## config.mk

```make
export PLATFORM = sky130hd
export DESIGN_NAME = bcn_tsf_unit
export DESIGN_NICKNAME = d
export VERILOG_FILES = /design/src/rtl/bt_pkg.sv /design/src/rtl/bt_tsf_counter.sv /design/src/rtl/bt_target_timer.sv /design/src/rtl/bcn_tsf_unit.sv
export SDC_FILE = /design/constraint.sdc
export NUM_CORES = 1
export LEC_CHECK = 0
export BUFFER_PORTS_ARGS = -buffer_cell sky130_fd_sc_hd__buf_2
export CORE_MARGIN = 1.5
export CORE_UTILIZATION = 30
export CTS_CLUSTER_SIZE = 40
export DETAILED_ROUTE_END_ITERATION = 10
export GPL_TIMING_DRIVEN = 0
export SETUP_SLACK_MARGIN = 0.05
export SYNTH_ARGS = -nofsm -noshare
export SYNTH_HDL_FRONTEND = slang
export SYNTH_SLANG_ARGS = --single-unit
```

## constraint.sdc

```tcl
create_clock -name clk_i -period 3.4 [get_ports clk_i]
set_input_delay 0.68 -clock clk_i [delete_from_list [all_inputs] [get_ports clk_i]]
set_output_delay 0.68 -clock clk_i [all_outputs]
set_load 0.03 [all_outputs]
```

## src/rtl/bt_pkg.sv

```systemverilog
package bt_pkg;
  parameter int unsigned TSF_W    = 64;
  parameter int unsigned DATA_W   = 32;
  parameter int unsigned TMR_W    = 16;
  parameter int unsigned NUM_TMR  = 4;
  parameter int unsigned TU_LSB   = 10;
  parameter int unsigned FINE_LSB = 7;
  parameter int unsigned FINE_SH  = TU_LSB - FINE_LSB;
  parameter int unsigned EN_BIT   = 23;
  parameter int unsigned CLR_BIT  = 24;

  typedef enum logic [2:0] {
    A_TSF_LO = 3'd0,
    A_TSF_HI = 3'd1,
    A_TMR0   = 3'd2,
    A_TMR1   = 3'd3,
    A_TMR2   = 3'd4,
    A_TMR3   = 3'd5,
    A_CTRL   = 3'd6
  } bt_addr_e;

  function automatic logic is_fine(int unsigned idx);
    return (idx == 1) || (idx == 2);
  endfunction
endpackage

```

## src/rtl/bt_tsf_counter.sv

```systemverilog
module bt_tsf_counter #(
  parameter int unsigned W = bt_pkg::TSF_W
) (
  input  logic         clk_i,
  input  logic         rst_ni,
  input  logic         tick_i,
  input  logic         clr_i,
  input  logic         load_i,
  input  logic [W-1:0] load_val_i,
  output logic [W-1:0] tsf_o
);
  logic [W-1:0] tsf_q;

  always_ff @(posedge clk_i or negedge rst_ni) begin
    if (!rst_ni)     tsf_q <= '0;
    else if (clr_i)  tsf_q <= '0;
    else if (load_i) tsf_q <= load_val_i;
    else if (tick_i) tsf_q <= tsf_q + 1'b1;
  end

  assign tsf_o = tsf_q;

  p_count_r1: assert property (@(posedge clk_i) disable iff (!rst_ni)
    tick_i && !clr_i && !load_i |=> tsf_q == $past(tsf_q) + 1'b1);
  p_idle_r1: assert property (@(posedge clk_i) disable iff (!rst_ni)
    !tick_i && !clr_i && !load_i |=> $stable(tsf_q));
  p_load_r2: assert property (@(posedge clk_i) disable iff (!rst_ni)
    load_i && !clr_i |=> tsf_q == $past(load_val_i));
  p_clear_r5: assert property (@(posedge clk_i) disable iff (!rst_ni)
    clr_i |=> tsf_q == '0);
endmodule

```

## src/rtl/bt_target_timer.sv

```systemverilog
module bt_target_timer #(
  parameter int unsigned W     = bt_pkg::TMR_W,
  parameter int unsigned SHIFT = 0
) (
  input  logic         clk_i,
  input  logic         rst_ni,
  input  logic         en_i,
  input  logic [W-1:0] field_i,
  input  logic [W-1:0] period_i,
  input  logic         wr_i,
  input  logic [W-1:0] wr_val_i,
  output logic         fire_o,
  output logic [W-1:0] target_o
);
  logic [W-1:0] target_q;
  logic [W-1:0] step;

  assign step   = period_i << SHIFT;
  assign fire_o = en_i && (field_i == target_q);

  always_ff @(posedge clk_i or negedge rst_ni) begin
    if (!rst_ni)     target_q <= '0;
    else if (wr_i)   target_q <= wr_val_i;
    else if (fire_o) target_q <= target_q + step;
  end

  assign target_o = target_q;

  p_gated_r8: assert property (@(posedge clk_i) disable iff (!rst_ni)
    fire_o |-> en_i);
  p_advance_r7: assert property (@(posedge clk_i) disable iff (!rst_ni)
    fire_o && !wr_i |=> target_q == W'($past(target_q) + $past(step)));
  p_hold_r8: assert property (@(posedge clk_i) disable iff (!rst_ni)
    !fire_o && !wr_i |=> $stable(target_q));
  p_write_r10: assert property (@(posedge clk_i) disable iff (!rst_ni)
    wr_i |=> target_q == $past(wr_val_i));
endmodule

```

## src/rtl/bcn_tsf_unit.sv

```systemverilog
module bcn_tsf_unit
  import bt_pkg::*;
#(
  parameter int unsigned TW = bt_pkg::TSF_W,
  parameter int unsigned DW = bt_pkg::DATA_W,
  parameter int unsigned MW = bt_pkg::TMR_W,
  parameter int unsigned NT = bt_pkg::NUM_TMR
) (
  input  logic          clk_i,
  input  logic          rst_ni,
  input  logic          us_tick_i,
  input  logic          wr_en_i,
  input  logic [2:0]    wr_addr_i,
  input  logic [DW-1:0] wr_data_i,
  input  logic          rd_en_i,
  input  logic [2:0]    rd_addr_i,
  output logic [DW-1:0] rd_data_o,
  output logic [NT-1:0] bcn_evt_o
);
  localparam int unsigned HW = TW - DW;

  logic [DW-1:0] lo_stage_q;
  logic [HW-1:0] hi_shadow_q;
  logic [MW-1:0] period_q;
  logic          en_q;
  logic [DW-1:0] rd_q;
  logic [TW-1:0] tsf;
  logic          tsf_load, tsf_clr, ctrl_wr;
  logic [MW-1:0] tgt [NT];

  assign ctrl_wr  = wr_en_i && (wr_addr_i == A_CTRL);
  assign tsf_clr  = ctrl_wr && wr_data_i[CLR_BIT];
  assign tsf_load = wr_en_i && (wr_addr_i == A_TSF_HI);

  always_ff @(posedge clk_i or negedge rst_ni) begin
    if (!rst_ni) begin
      lo_stage_q <= '0;
      period_q   <= '0;
      en_q       <= 1'b0;
    end else if (wr_en_i) begin
      if (wr_addr_i == A_TSF_LO) lo_stage_q <= wr_data_i;
      if (ctrl_wr) begin
        period_q <= wr_data_i[MW-1:0];
        en_q     <= wr_data_i[EN_BIT];
      end
    end
  end

  bt_tsf_counter #(.W(TW)) u_tsf (
    .clk_i      (clk_i),
    .rst_ni     (rst_ni),
    .tick_i     (us_tick_i),
    .clr_i      (tsf_clr),
    .load_i     (tsf_load),
    .load_val_i ({wr_data_i[HW-1:0], lo_stage_q}),
    .tsf_o      (tsf)
  );

  for (genvar i = 0; i < NT; i++) begin : g_tmr
    localparam logic [2:0]  ADDR  = 3'(A_TMR0 + i);
    localparam int unsigned LSB   = is_fine(i) ? FINE_LSB : TU_LSB;
    localparam int unsigned SHIFT = is_fine(i) ? FINE_SH : 0;
    logic          fire;
    logic [MW-1:0] target;

    bt_target_timer #(.W(MW), .SHIFT(SHIFT)) u_tmr (
      .clk_i    (clk_i),
      .rst_ni   (rst_ni),
      .en_i     (en_q),
      .field_i  (tsf[LSB +: MW]),
      .period_i (period_q),
      .wr_i     (wr_en_i && (wr_addr_i == ADDR)),
      .wr_val_i (wr_data_i[MW-1:0]),
      .fire_o   (fire),
      .target_o (target)
    );
    assign bcn_evt_o[i] = fire;
    assign tgt[i]       = target;
  end

  always_ff @(posedge clk_i or negedge rst_ni) begin
    if (!rst_ni) begin
      rd_q        <= '0;
      hi_shadow_q <= '0;
    end else if (rd_en_i) begin
      unique case (rd_addr_i)
        A_TSF_LO: begin
          rd_q        <= tsf[DW-1:0];
          hi_shadow_q <= tsf[TW-1:DW];
        end
        A_TSF_HI: rd_q <= DW'(hi_shadow_q);
        A_TMR0:   rd_q <= DW'(tgt[0]);
        A_TMR1:   rd_q <= DW'(tgt[1]);
        A_TMR2:   rd_q <= DW'(tgt[2]);
        A_TMR3:   rd_q <= DW'(tgt[3]);
        A_CTRL: begin
          rd_q         <= DW'(period_q);
          rd_q[EN_BIT] <= en_q;
        end
        default:  rd_q <= '0;
      endcase
    end
  end

  assign rd_data_o = rd_q;

  p_ctrl_clr_rb_r4: assert property (@(posedge clk_i) disable iff (!rst_ni)
    rd_en_i && (rd_addr_i == A_CTRL) |=> !rd_data_o[CLR_BIT]);
  p_shadow_r3: assert property (@(posedge clk_i) disable iff (!rst_ni)
    rd_en_i && (rd_addr_i == A_TSF_LO) |=> hi_shadow_q == $past(tsf[TW-1:DW]));
  p_no_evt_off_r8: assert property (@(posedge clk_i) disable iff (!rst_ni)
    !en_q |-> bcn_evt_o == '0);
endmodule

```

After elaboration in Yosys (flattened, before gate mapping)
Cells that the tools add are included.
W data, S select, Z words.
Cells by class
  add/subtract/negate cells: 5
  equal/unequal tests: 16
  multiplexer cells: 12
  reduce and logical (&&, ||, !) cells: 21
Operators by type and width (count)
  $pmux W32 S7: 1
  $mux W64: 3
  $mux W16: 8
  $add A16 B16 Y16: 4
  $add A64 B1 Y64 const B: 1
  $eq A16 B16 Y1: 4
  $eq A3 B3 Y1 const B: 6
  $eq A3 B2 Y1 const B: 4
  $logic_and A1 B1 Y1: 11
  $reduce_bool A2 Y1: 4
  $eq A3 B1 Y1 const B: 2
  $logic_not A3 Y1: 2
  $reduce_and A2 Y1: 3
  $reduce_bool A3 Y1: 1
Word-level totals
  bits in registers: 241
  input port bits: 43
  output and inout port bits: 36
  word-level logic and storage cells: 64

Longest topological paths before layout
Gate-level depths: netlist of the first run.
  depth after elaboration: 4
  gate-level depth with buffers: 10
  depth with buffers taken out: 10

By module
Synthesis of the first run repeated with hierarchy kept, for this count alone.
Unflattened totals
  cells, all modules: 1665
  area total of the unflattened synthesis: 15966.6 µm²
By module, submodules not included
  bcn_tsf_unit: times used 1, cells each 430, area an instance 5489.0 µm², sequential area each 2827.7 µm²
  bt_tsf_counter: times used 1, cells each 489, area an instance 4189.0 µm², sequential area each 1601.5 µm²
  bt_target_timer (g_tmr[0].u_tmr ...): times used 2, cells each 206, area an instance 1650.3 µm², sequential area each 400.4 µm²
  bt_target_timer (g_tmr[1].u_tmr ...): times used 2, cells each 167, area an instance 1493.9 µm², sequential area each 400.4 µm²

Worst setup path before layout of the first run
OpenSTA, ideal clock, no wires.
  path type: register to register
  from: register g_tmr[3].u_tmr.target_q[0]
  to: register g_tmr[3].u_tmr.target_q[14]
  setup time: 0.082 ns
  arrival: 2.749 ns
  required time: 3.318 ns
  path slack: 0.570 ns
  stages on the path, launching flop included: 11
  buffers on the path: 0
  clock period less this slack: 2.830 ns
  cell sequence: dfrtp_1 ha_1 fa_1 a21o_1 a21o_1 a2111oi_0 o31ai_1 a221oi_1 xnor2_1 nand2_1 a31oi_1
On the way
  longest elaborated chain between the ends: 3
RTL lines
  start: declaration: RTL line bt_target_timer.sv:15  | logic [W-1:0] target_q;
  start signal: assignment: RTL line bt_target_timer.sv:23  | else if (wr_i) target_q <= wr_val_i;
  start signal: assignment: RTL line bt_target_timer.sv:24  | else if (fire_o) target_q <= target_q + step;
  $add A16 B16 Y16 / $eq A16 B16 Y1 (equally long branches): RTL line bt_target_timer.sv:24, bt_target_timer.sv:19
  $mux W16 / $logic_and A1 B1 Y1 (equally long branches): RTL line bt_target_timer.sv:24, bt_target_timer.sv:19
  $mux W16 / $reduce_bool A2 Y1 (equally long branches)
Several ways; a longest one is shown, not always the timed one. The select of a mux whose other input is x is not followed.
A chain may end at the register's enable or synchronous reset.

Final worst setup path of the first run
  from: register u_tsf.tsf_q[10], in the netlist u_tsf.tsf_o[10]
  to: output port bcn_evt_o[2]
On the way
  longest elaborated chain between the ends: 2
RTL lines
  start: declaration: RTL line bt_tsf_counter.sv:12  | logic [W-1:0] tsf_q;
  start signal: assignment: RTL line bt_tsf_counter.sv:17  | else if (load_i) tsf_q <= load_val_i;
  start signal: assignment: RTL line bt_tsf_counter.sv:18  | else if (tick_i) tsf_q <= tsf_q + 1'b1;
  $eq A16 B16 Y1: RTL line bt_target_timer.sv:19  | assign fire_o = en_i && (field_i == target_q);
  $logic_and A1 B1 Y1: RTL line bt_target_timer.sv:19
  end: declaration: RTL line bcn_tsf_unit.sv:18  | output logic [NT-1:0] bcn_evt_o
Every way passes these cells.

==> results of run 1 <==
[per-layer routing]
metal  up-vias  GRT usage, %  share of wire (%)
met4        12          10.3                4.9
met5         -             0               0.11
met1      7034          31.9                 43
li1       6322             -                  -
met3       169          3.65                9.0
met2       768          33.9                 43
[Yosys cell counts, drive strengths merged, types with 3 or more instances]
master,count
o21ai,120
and2,5
a221o,9
o21bai,4
inv,50
buf,32
o31ai,4
mux2,98
xor2,55
nand3,48
o211ai,12
nand4,21
a32oi,5
nor2b,13
dfrtp,241
clkbuf,76
ha,55
nor3,40
a21oi,105
nor2,116
or2,3
a31oi,47
fa,4
o21a,7
xnor2,68
nand2,183
mux4,9
or4,6
a221oi,6
nand2b,8
a21o,28
nor4,30
or3,11
and3,19
a2111oi,4
o22ai,48
nor3b,3
mux2i,46
a211oi,5
a22oi,13
[logic make-up (layout without fill, tap and decap cells)]
logic type | Yosys count | count (layout) | share of synthesized area, %
compound gates | 435 | 435 | 17.2
simple gates | 509 | 509 | 15.8
buf+inv | 158 | 288 | 4.40
fa+ha+maj | 59 | 59 | 4.98
mux | 153 | 153 | 11.5
flops | 241 | 241 | 39.1
xor+xnor | 123 | 123 | 6.98
[worst reg2reg max path, delay by kind of cell, from the launching register on]
family	cells	cell delay [ps]
fa+ha+maj	1	270
flops	1	590
simple gates	5	1840
compound gates	2	420
[layout make-up]
class	instances	area, sq um
buffer	107	495
clock buffer	41	821
clock inverter	6	91.3
fill	5178	32700
inverter	50	188
multi-input combinational	1279	8780
sequential	241	6030
tap	672	841
timing repair buffer	84	498
[power by group through the flow]
stage,clock [uW],combinational [uW],sequential [uW]
2_1_floorplan,0,2370,3740
3_3_place_gp,0,3090,4030
3_5_place_dp,0,3180,4030
4_1_cts,3100,3200,3990
5_1_grt,3200,3590,4040
6_report,3040,3270,4010
[how the worst max path moves through the flow]
stage,startpoint,depth (start not counted),to,slack (ps)
after detailed placement,u_tsf.tsf_o[0]$_DFFE_PN0P_,9,u_tsf.tsf_o[50]$_DFFE_PN0P_,-90
final,u_tsf.tsf_o[10]$_DFFE_PN0P_,7,bcn_evt_o[2],130
after floorplan,g_tmr[3].u_tmr.target_o[0]$_DFFE_PN0P_,10,g_tmr[3].u_tmr.target_o[14]$_DFFE_PN0P_,570
after global placement,rst_ni,1,period_q[9]$_DFFE_PN0P_,-2790
after CTS,u_tsf.tsf_o[21]$_DFFE_PN0P_,8,bcn_evt_o[3],70
after global routing,u_tsf.tsf_o[0]$_DFFE_PN0P_,9,u_tsf.tsf_o[60]$_DFFE_PN0P_,50
[metrics by stage]
| stage | instance area, sq um | utilization [%] | power [uW] | TNS [ps] |
|---|---|---|---|---|
| detailed placement | 16700 | 33.1 | 7220 | -156 |
| global route | 17700 | 35.2 | 10800 | 0 |
| finish | 17700 | 35.2 | 10300 | 0 |
| global placement | 16600 | 33.0 | 7120 | -663420 |
| CTS | 17700 | 35.1 | 10300 | 0 |
| floorplan | 15400 | - | 6110 | 0 |
[sequential cells by signal (all words and copies together), names as in the netlist]
signal and cells:
hi_shadow_q 32, rd_data_o 32, u_tsf.tsf_o 64, en_q 1
lo_stage_q 32, g_tmr.u_tmr.target_o 64, period_q 16
[cells in the final DEF, fill, tap and decap left out, types with 28 or more instances in the layout]
| master | count |
|---|---|
| a21o_1 | 28 |
| a21oi_1 | 105 |
| a31oi_1 | 47 |
| buf_2 | 85 |
| clkbuf_1 | 79 |
| clkbuf_16 | 29 |
| dfrtp_1 | 241 |
| ha_1 | 55 |
| inv_1 | 50 |
| mux2_2 | 94 |
| mux2i_1 | 46 |
| nand2_1 | 183 |
| nand3_1 | 47 |
| nor2_1 | 116 |
| nor3_1 | 36 |
| o21ai_0 | 115 |
| o22ai_1 | 48 |
| xnor2_1 | 68 |
| xor2_1 | 55 |
[what timing repair did]
item / CTS / global route
endpoints found under the setup margin: 8 / 6
resized for setup: 8 / 6
buffers inserted: 6 / 3
gates cloned: 0 / 0
endpoints found under the hold margin: 0 / 0
pin swaps: 4 / 2
==> results_dict.tcl, run 1 <==
set metrics [dict create \
    cts_tree "done" \
    ir_drop_mv 0.358 \
    final_cell_count_no_fill 2480 \
    area_delta_synth_final_pct 15.0 \
    nets 1893 \
    cp_cell_sequence "buf_2 > xor2_1 > nor4_1 > nand2_1 > nor4_4 > buf_4 > buf_2" \
    track_usage_pct 22.6 \
    synth_area_leaders "dfrtp_1 39%, mux2_2 6.9%, ha_1 4.5%" \
    yosys_warnings 0 \
    p_int_uw 6550 \
    synthFlopType "dfrtp_1" \
    seq_area_frac_synth_pct 39.1 \
    io_buffers 73 \
    finalSetupViolCount 0 \
    hp-class "in2async" \
    crit_path_max_fanout 10 \
    fin_crit_sh_pct 96.1 \
    synth_area_sq_um 15400 \
    clockPowerShare_pct 29.5 \
    grt_pass1_wl_um 90000 \
    die_h_um 230 \
    drc 0 \
    rsz0062_at_grt "false" \
    synth_top_area_cell "dfrtp_1" \
    grt-ovfl-total 0 \
    dieArea_sq_um 52800 \
    r2r-start "u_tsf.tsf_o[0]$_DFFE_PN0P_" \
    final.setup_skew_ps 28.4 \
    switching_share_pct 36.6 \
    synth_top_cell_area_share_pct 39.1 \
    cap_violations 0 \
    critical_path_class "reg2out" \
    relSlewSlack_pct 8.59 \
    cpLargestDelayFamily "buffers and inverters" \
    cpPeakStageDelay_ps 490 \
    die_w_um 230 \
    drive_above_1_share_pct 15.6 \
    timing.fmax_mhz 306 \
    path_clk_slew_ps 60 \
    cts_root_buf "clkbuf_16" \
    worst_pin_slew_ps 1360 \
    antenna_found_initial 7 \
    critPathArrivalTime_ps 2590 \
    final_antenna_net_count 0 \
    clkSinkCount 241 \
    gp_congestion 0.973 \
    synth-edff-count 0 \
    initial_utilization_pct 30.6 \
    antenna_cells 0 \
    syn_area_per_cell_sq_um 9.20 \
    cts_buffer_depth 3 \
    dp_hpwl_um 44700 \
    post-place-ws_ps -87.3 \
    drtIter0Drc 1558 \
    reg2regPathDepth 8 \
    r2r-end "u_tsf.tsf_o[52]$_DFFE_PN0P_" \
    core-area_sq_um 50500 \
    p_leak_uw 0.00753 \
    grt_pass1_vias 13900 \
    final_max_slew_viol_count 0 \
    endpoint_kind "primary output" \
    r2r_slack_ps 170 \
    dr.pass1.iters 5 \
    hold_ws_ps 57.3 \
    via_per_inst 5.77 \
    synth_cells 1678 \
    vias 14300 \
    wl_per_cell_um 24.5 \
    ys_ff_latch 241 \
    fp-row-count 82 \
    ys_types 66 \
    cts_max_level 1 \
    power.switching_uw 3770 \
    crit_slowest_cell "dfrtp_1" \
    clk_latency_ps 580 \
    async_reset_ff_share_pct 100 \
    period_needed_ps 3270 \
    cts_hold_buffers 0 \
    io_pins 79 \
    critPathRequiredTime_ps 2720 \
    setup_ws_ps 134 \
    cts_buffers 28 \
    cp_common_cell "buf_2" \
    cp-start-kind "flop" \
    grt_max_degree 99 \
    p_seq_share_pct 38.8 \
    path_buf_inv 3 \
    dp_cells 2425 \
    finalHoldViolCount 0 \
    synth_nets 1780 \
    finalWirelength_um 60800 \
    powerDensity_nw_per_um2 582 \
    combPwrFrac_pct 31.7 \
    status "finished, final reports clean" \
]
No activity file was read; power rests on OpenSTA's default activity.
==> inputs of run 2 (changes only) <==
CELL_PAD_IN_SITES_DETAIL_PLACEMENT = 0   (was default)
CELL_PAD_IN_SITES_GLOBAL_PLACEMENT = 1   (was default)
CORE_MARGIN = 8   (was 1.5)
PLACE_DENSITY_LB_ADDON = 0.1   (was default)
==> results_dict.tcl, run 2 (synthesis gave the netlist of run 1 again) <==
set metrics [dict create \
    rsz0062_at_grt "false" \
    fin_crit_sh_pct 96.6 \
    finalHoldViolCount 0 \
    cts_root_buf "clkbuf_16" \
    dr.pass1.iters 5 \
    grt-ovfl-total 0 \
    grt_pass1_vias 13700 \
    clk_latency_ps 610 \
    nets 1897 \
    ir_drop_mv 0.405 \
    wl_per_cell_um 27.7 \
    hold_ws_ps 17.3 \
    p_leak_uw 0.00766 \
    crit_path_max_fanout 10 \
    final_max_slew_viol_count 0 \
    cts_tree "done" \
    period_needed_ps 3280 \
    critPathRequiredTime_ps 2720 \
    vias 13900 \
    clkSinkCount 241 \
    endpoint_kind "primary output" \
    drc 0 \
    final_cell_mix "238 x dfrtp_1, 183 x nand2_1, 116 x nor2_1" \
    initial_utilization_pct 30.2 \
    io_buffers 73 \
    fp-row-count 83 \
    r2r-start "period_q[0]$_DFFE_PN0P_" \
    die_w_um 243 \
    grt_max_degree 95 \
    power_uw 11100 \
    io_pins 79 \
    cts_buffers 31 \
    antenna_cells 0 \
    critical_path_class "reg2out" \
    drive_above_1_share_pct 16.4 \
    post-route-util_pct 35.2 \
    powerDensity_nw_per_um2 617 \
    relSlewSlack_pct 28.5 \
    drtIter0Drc 1215 \
    final_antenna_net_count 0 \
    via_per_inst 5.58 \
    r2r_slack_ps 170 \
    die_h_um 243 \
    core-area_sq_um 51100 \
    cap_violations 0 \
    critPathArrivalTime_ps 2600 \
    final.setup_skew_ps 36.6 \
    path_clk_slew_ps 60 \
    cts_buffer_depth 3 \
    grt_pass1_wl_um 98700 \
    cp-start-kind "flop" \
    finalSetupViolCount 0 \
    dp_hpwl_um 50600 \
    timing.fmax_mhz 304 \
    cts_max_level 1 \
    dieArea_sq_um 59000 \
    antenna_found_initial 10 \
    finalWirelength_um 69200 \
    final_common_cell "dfrtp_1" \
    worst_pin_slew_ps 1070 \
    gp_congestion 0.923 \
    status "finished, final reports clean" \
    track_usage_pct 22.6 \
    area_delta_synth_final_pct 16.7 \
    setup.worst_path.start "u_tsf.tsf_o[16]$_DFFE_PN0P_" \
    hp-class "in2async" \
]
run 2: cell types whose count changed in the layout (fill, tap and decap cells not counted), sizes merged:
cell,delta
clkbuf,+3
buf,+2
clkinv,+2
bufinv,+4
clkinvlp,-3
inv,+2
run 2: final cells by class:
type                    instances  area, sq um
plain buffers                 107          499
clock buffers                  45          908
multi-input cells            1279         8790
repair buffers                 85          505
well taps                     680          851
inverters                      50          188
clock inverters                11          230
fillers                      5275        33100
flip-flops and latches        241         6030
run 2: critical path: stages, from the launching register on:
cell and delay [ps]:
dfrtp_1 390, buf_6 190, xor2_1 180, nor4_2 280, nand2_1 150, nor4_4 320
clkbuf_4 200, buf_4 90, buf_2 180
run 2: worst paths after layout:
| check | to | depth (start not counted) |
|---|---|---|
| worst max-delay path | bcn_evt_o[3] | 8 |
| worst min-delay path | period_q[9]$_DFFE_PN0P_ | 1 |
| worst max register to register | g_tmr[3].u_tmr.target_o[14]$_DFFE_PN0P_ | 10 |
| worst min register to register | lo_stage_q[0]$_DFFE_PN0P_ | 1 |
| max in group asynchronous | rd_data_o[24]$_DFFE_PN0P_ | 3 |
| min in group clk_i | u_tsf.tsf_o[53]$_DFFE_PN0P_ | 3 |
run 2: repair_timing:
item                                    4_1_cts  5_1_grt
pin swaps                                     4        3
buffers inserted                              8        2
gates cloned                                  0        0
endpoints found under the setup margin        9        9
hold buffers                                  0        0
resized for setup                            13        7
run 2: stage by stage:
step	cell area [sq um]	instances	TNS (ps)	setup slack (ps)
2_1_floorplan	15400	1678	0	570
3_3_place_gp	16600	2431	-763250	-3180
3_5_place_dp	16700	2433	-13660	-367
4_1_cts	18000	2496	0	63.7
5_1_grt	18000	2498	0	53.0
6_report	18000	2498	0	116
run 2: metal layers:
layer / global-route usage, % / up-vias / share of wire (%)
li1: - / 6325 / -
met1: 32.6 / 6947 / 47
met2: 32.6 / 549 / 42
met3: 6.02 / 117 / 8.8
met4: 6.89 / 6 / 3.0
met5: 0 / - / 0.052
run 2: power breakdown:
group | internal [uW] | total (uW) | switching [uW]
Sequential | 3290 | 4080 | 793
Combinational | 1450 | 3310 | 1860
Clock | 2310 | 3720 | 1410
Total | 7050 | 11100 | 4060
==> inputs of run 3 (changes only) <==
REMOVE_ABC_BUFFERS = 1   (was default)
==> results_dict.tcl, run 3 (synthesis gave the netlist of run 1 again) <==
set metrics [dict create \
    nets 1816 \
    drc 0 \
    finalSetupViolCount 0 \
    crit_slowest_cell "nor4_1" \
    critPathRequiredTime_ps 3930 \
    powerDensity_nw_per_um2 591 \
    grt_max_degree 108 \
    cp_cell_sequence "inv_1 > nor2_1 > nand3_1 > nor4_1 > nand4_1 > o31ai_1 > nand2_1 > o21ai_0" \
    ir_drop_mv 0.386 \
    hp-class "in2reg" \
    gp_congestion 0.861 \
    period_needed_ps 3300 \
    clkSinkCount 241 \
    cp-start-kind "flop" \
    p_leak_uw 0.00750 \
    drtIter0Drc 1169 \
    path_clk_slew_ps 60 \
    wl_per_cell_um 25.2 \
    finalWirelength_um 60800 \
    cts_tree "done" \
    fp-row-count 83 \
    nFillCells 5295 \
    via_per_inst 5.51 \
    dr.pass1.iters 7 \
    io_buffers 78 \
    finalHoldViolCount 0 \
    dp_cells 2351 \
    violations "capacitance limit, slew limit" \
    core-area_sq_um 51100 \
    antenna_found_initial 2 \
    cts_max_level 1 \
    critical_path_class "reg2reg" \
    io_pins 79 \
    final.setup_skew_ps 20.2 \
    cap_violations 1 \
    drive_above_1_share_pct 17.3 \
    fin_crit_sh_pct 97.0 \
    clk_latency_ps 610 \
    cpPeakStageDelay_ps 1270 \
    area_delta_synth_final_pct 14.8 \
    dieArea_sq_um 59000 \
    worst_pin_slew_ps 1580 \
    setup_tns_ps 0 \
    cts_buffers 31 \
    initial_utilization_pct 30.2 \
    timing.fmax_mhz 303 \
    relSlewSlack_pct -6.07 \
    die_h_um 243 \
    vias 13300 \
    final_max_slew_viol_count 4 \
    dp_hpwl_um 44500 \
    critPathArrivalTime_ps 3830 \
    rsz0062_at_grt "false" \
    grt_pass1_wl_um 90300 \
    grt-ovfl-total 0 \
    final_cell_mix "234 x dfrtp_1, 182 x nand2_1, 115 x o21ai_0" \
    grt_pass1_vias 12800 \
    cts_buffer_depth 3 \
    final_common_cell "dfrtp_1" \
    final_antenna_net_count 0 \
    cts_root_buf "clkbuf_16" \
    status "complete, but fails checks" \
    crit_path_max_fanout 8 \
    final_cell_count_no_fill 2411 \
    die_w_um 243 \
    track_usage_pct 20.1 \
    endpoint_kind "flop" \
]
==> run 3: changes by cell type in the layout (fill, tap and decap cells not counted), moves of 5 or more <==
cell,delta
buf_1,-5
buf_2,-10
buf_4,-6
buf_6,+6
bufinv_16,-6
clkbuf_1,-70
==> run 3: worst max-delay path, delay by kind of cell, from the launching register on <==
family / cells / cell delay (ps)
compound gates: 2 / 340
buf+inv: 1 / 140
simple gates: 5 / 2070
flops: 1 / 670
==> run 3: per-layer routing <==
layer,vias to the layer above,GRT usage (%),part of all wire [%]
li1,6185,-,-
met1,6683,30.8,51
met2,364,29.0,42
met3,61,3.65,5.7
met4,0,3.60,1.6
met5,-,0,0
==> run 3: report_power, final <==
group / leakage, uW / total (uW) / internal (uW) / switching (uW)
logic: 0.00402 / 3330 / 1480 / 1850
clock network: 0.000463 / 3200 / 1830 / 1370
registers: 0.00302 / 3940 / 3290 / 649
==> run 3: path summary, 6_finish.rpt <==
check	startpoint	end	slack (ps)	cells after the start
setup / recovery	u_tsf.tsf_o[12]$_DFFE_PN0P_	u_tsf.tsf_o[18]$_DFFE_PN0P_	100	8
hold / removal	wr_data_i[30]	u_tsf.tsf_o[62]$_DFFE_PN0P_	320	3
setup reg to reg	u_tsf.tsf_o[12]$_DFFE_PN0P_	u_tsf.tsf_o[18]$_DFFE_PN0P_	100	8
hold reg to reg	hi_shadow_q[29]$_DFFE_PN0P_	hi_shadow_q[29]$_DFFE_PN0P_	510	1
max in group asynchronous	rst_ni	u_tsf.tsf_o[10]$_DFFE_PN0P_	1430	4
min in group asynchronous	rst_ni	g_tmr[0].u_tmr.target_o[12]$_DFFE_PN0P_	530	2
==> run 3: stage by stage <==
| stage | hold slack [ps] | util (%) | setup WS [ps] | total power, uW | instance area (sq um) |
|---|---|---|---|---|---|
| after floorplan | 384 | - | -6320 | 6060 | 14900 |
| after global placement | 489 | 31.7 | -18450 | 7170 | 16200 |
| after detailed placement | 496 | 32.5 | -954 | 7230 | 16600 |
| after CTS | 284 | 34.5 | 120 | 10500 | 17600 |
| after global routing | 309 | 34.7 | 68.5 | 11100 | 17700 |
| final | 318 | 34.7 | 102 | 10500 | 17700 |
==> run 3: layout make-up <==
cell class              instances  area, sq um  area share, %
diodes                          1         2.50         0.0141
clock buffers                  47          916           5.17
clock inverters                 2         25.0          0.141
inverters                      50          188           1.06
multi-input cells            1279         8860           50.0
flip-flops and latches        241         6040           34.1
well taps                     680          851           4.80
repair buffers                111          833           4.70
==> run 3: what timing repair did <==
action | CTS | global route
pin swaps | 4 | 1
gates resized for setup | 15 | 5
hold buffers | 1 | 0
hold endpoints to repair | 28 | 0
gates cloned | 0 | 0
endpoints found under the setup margin | 28 | 9
buffers inserted | 6 | 2
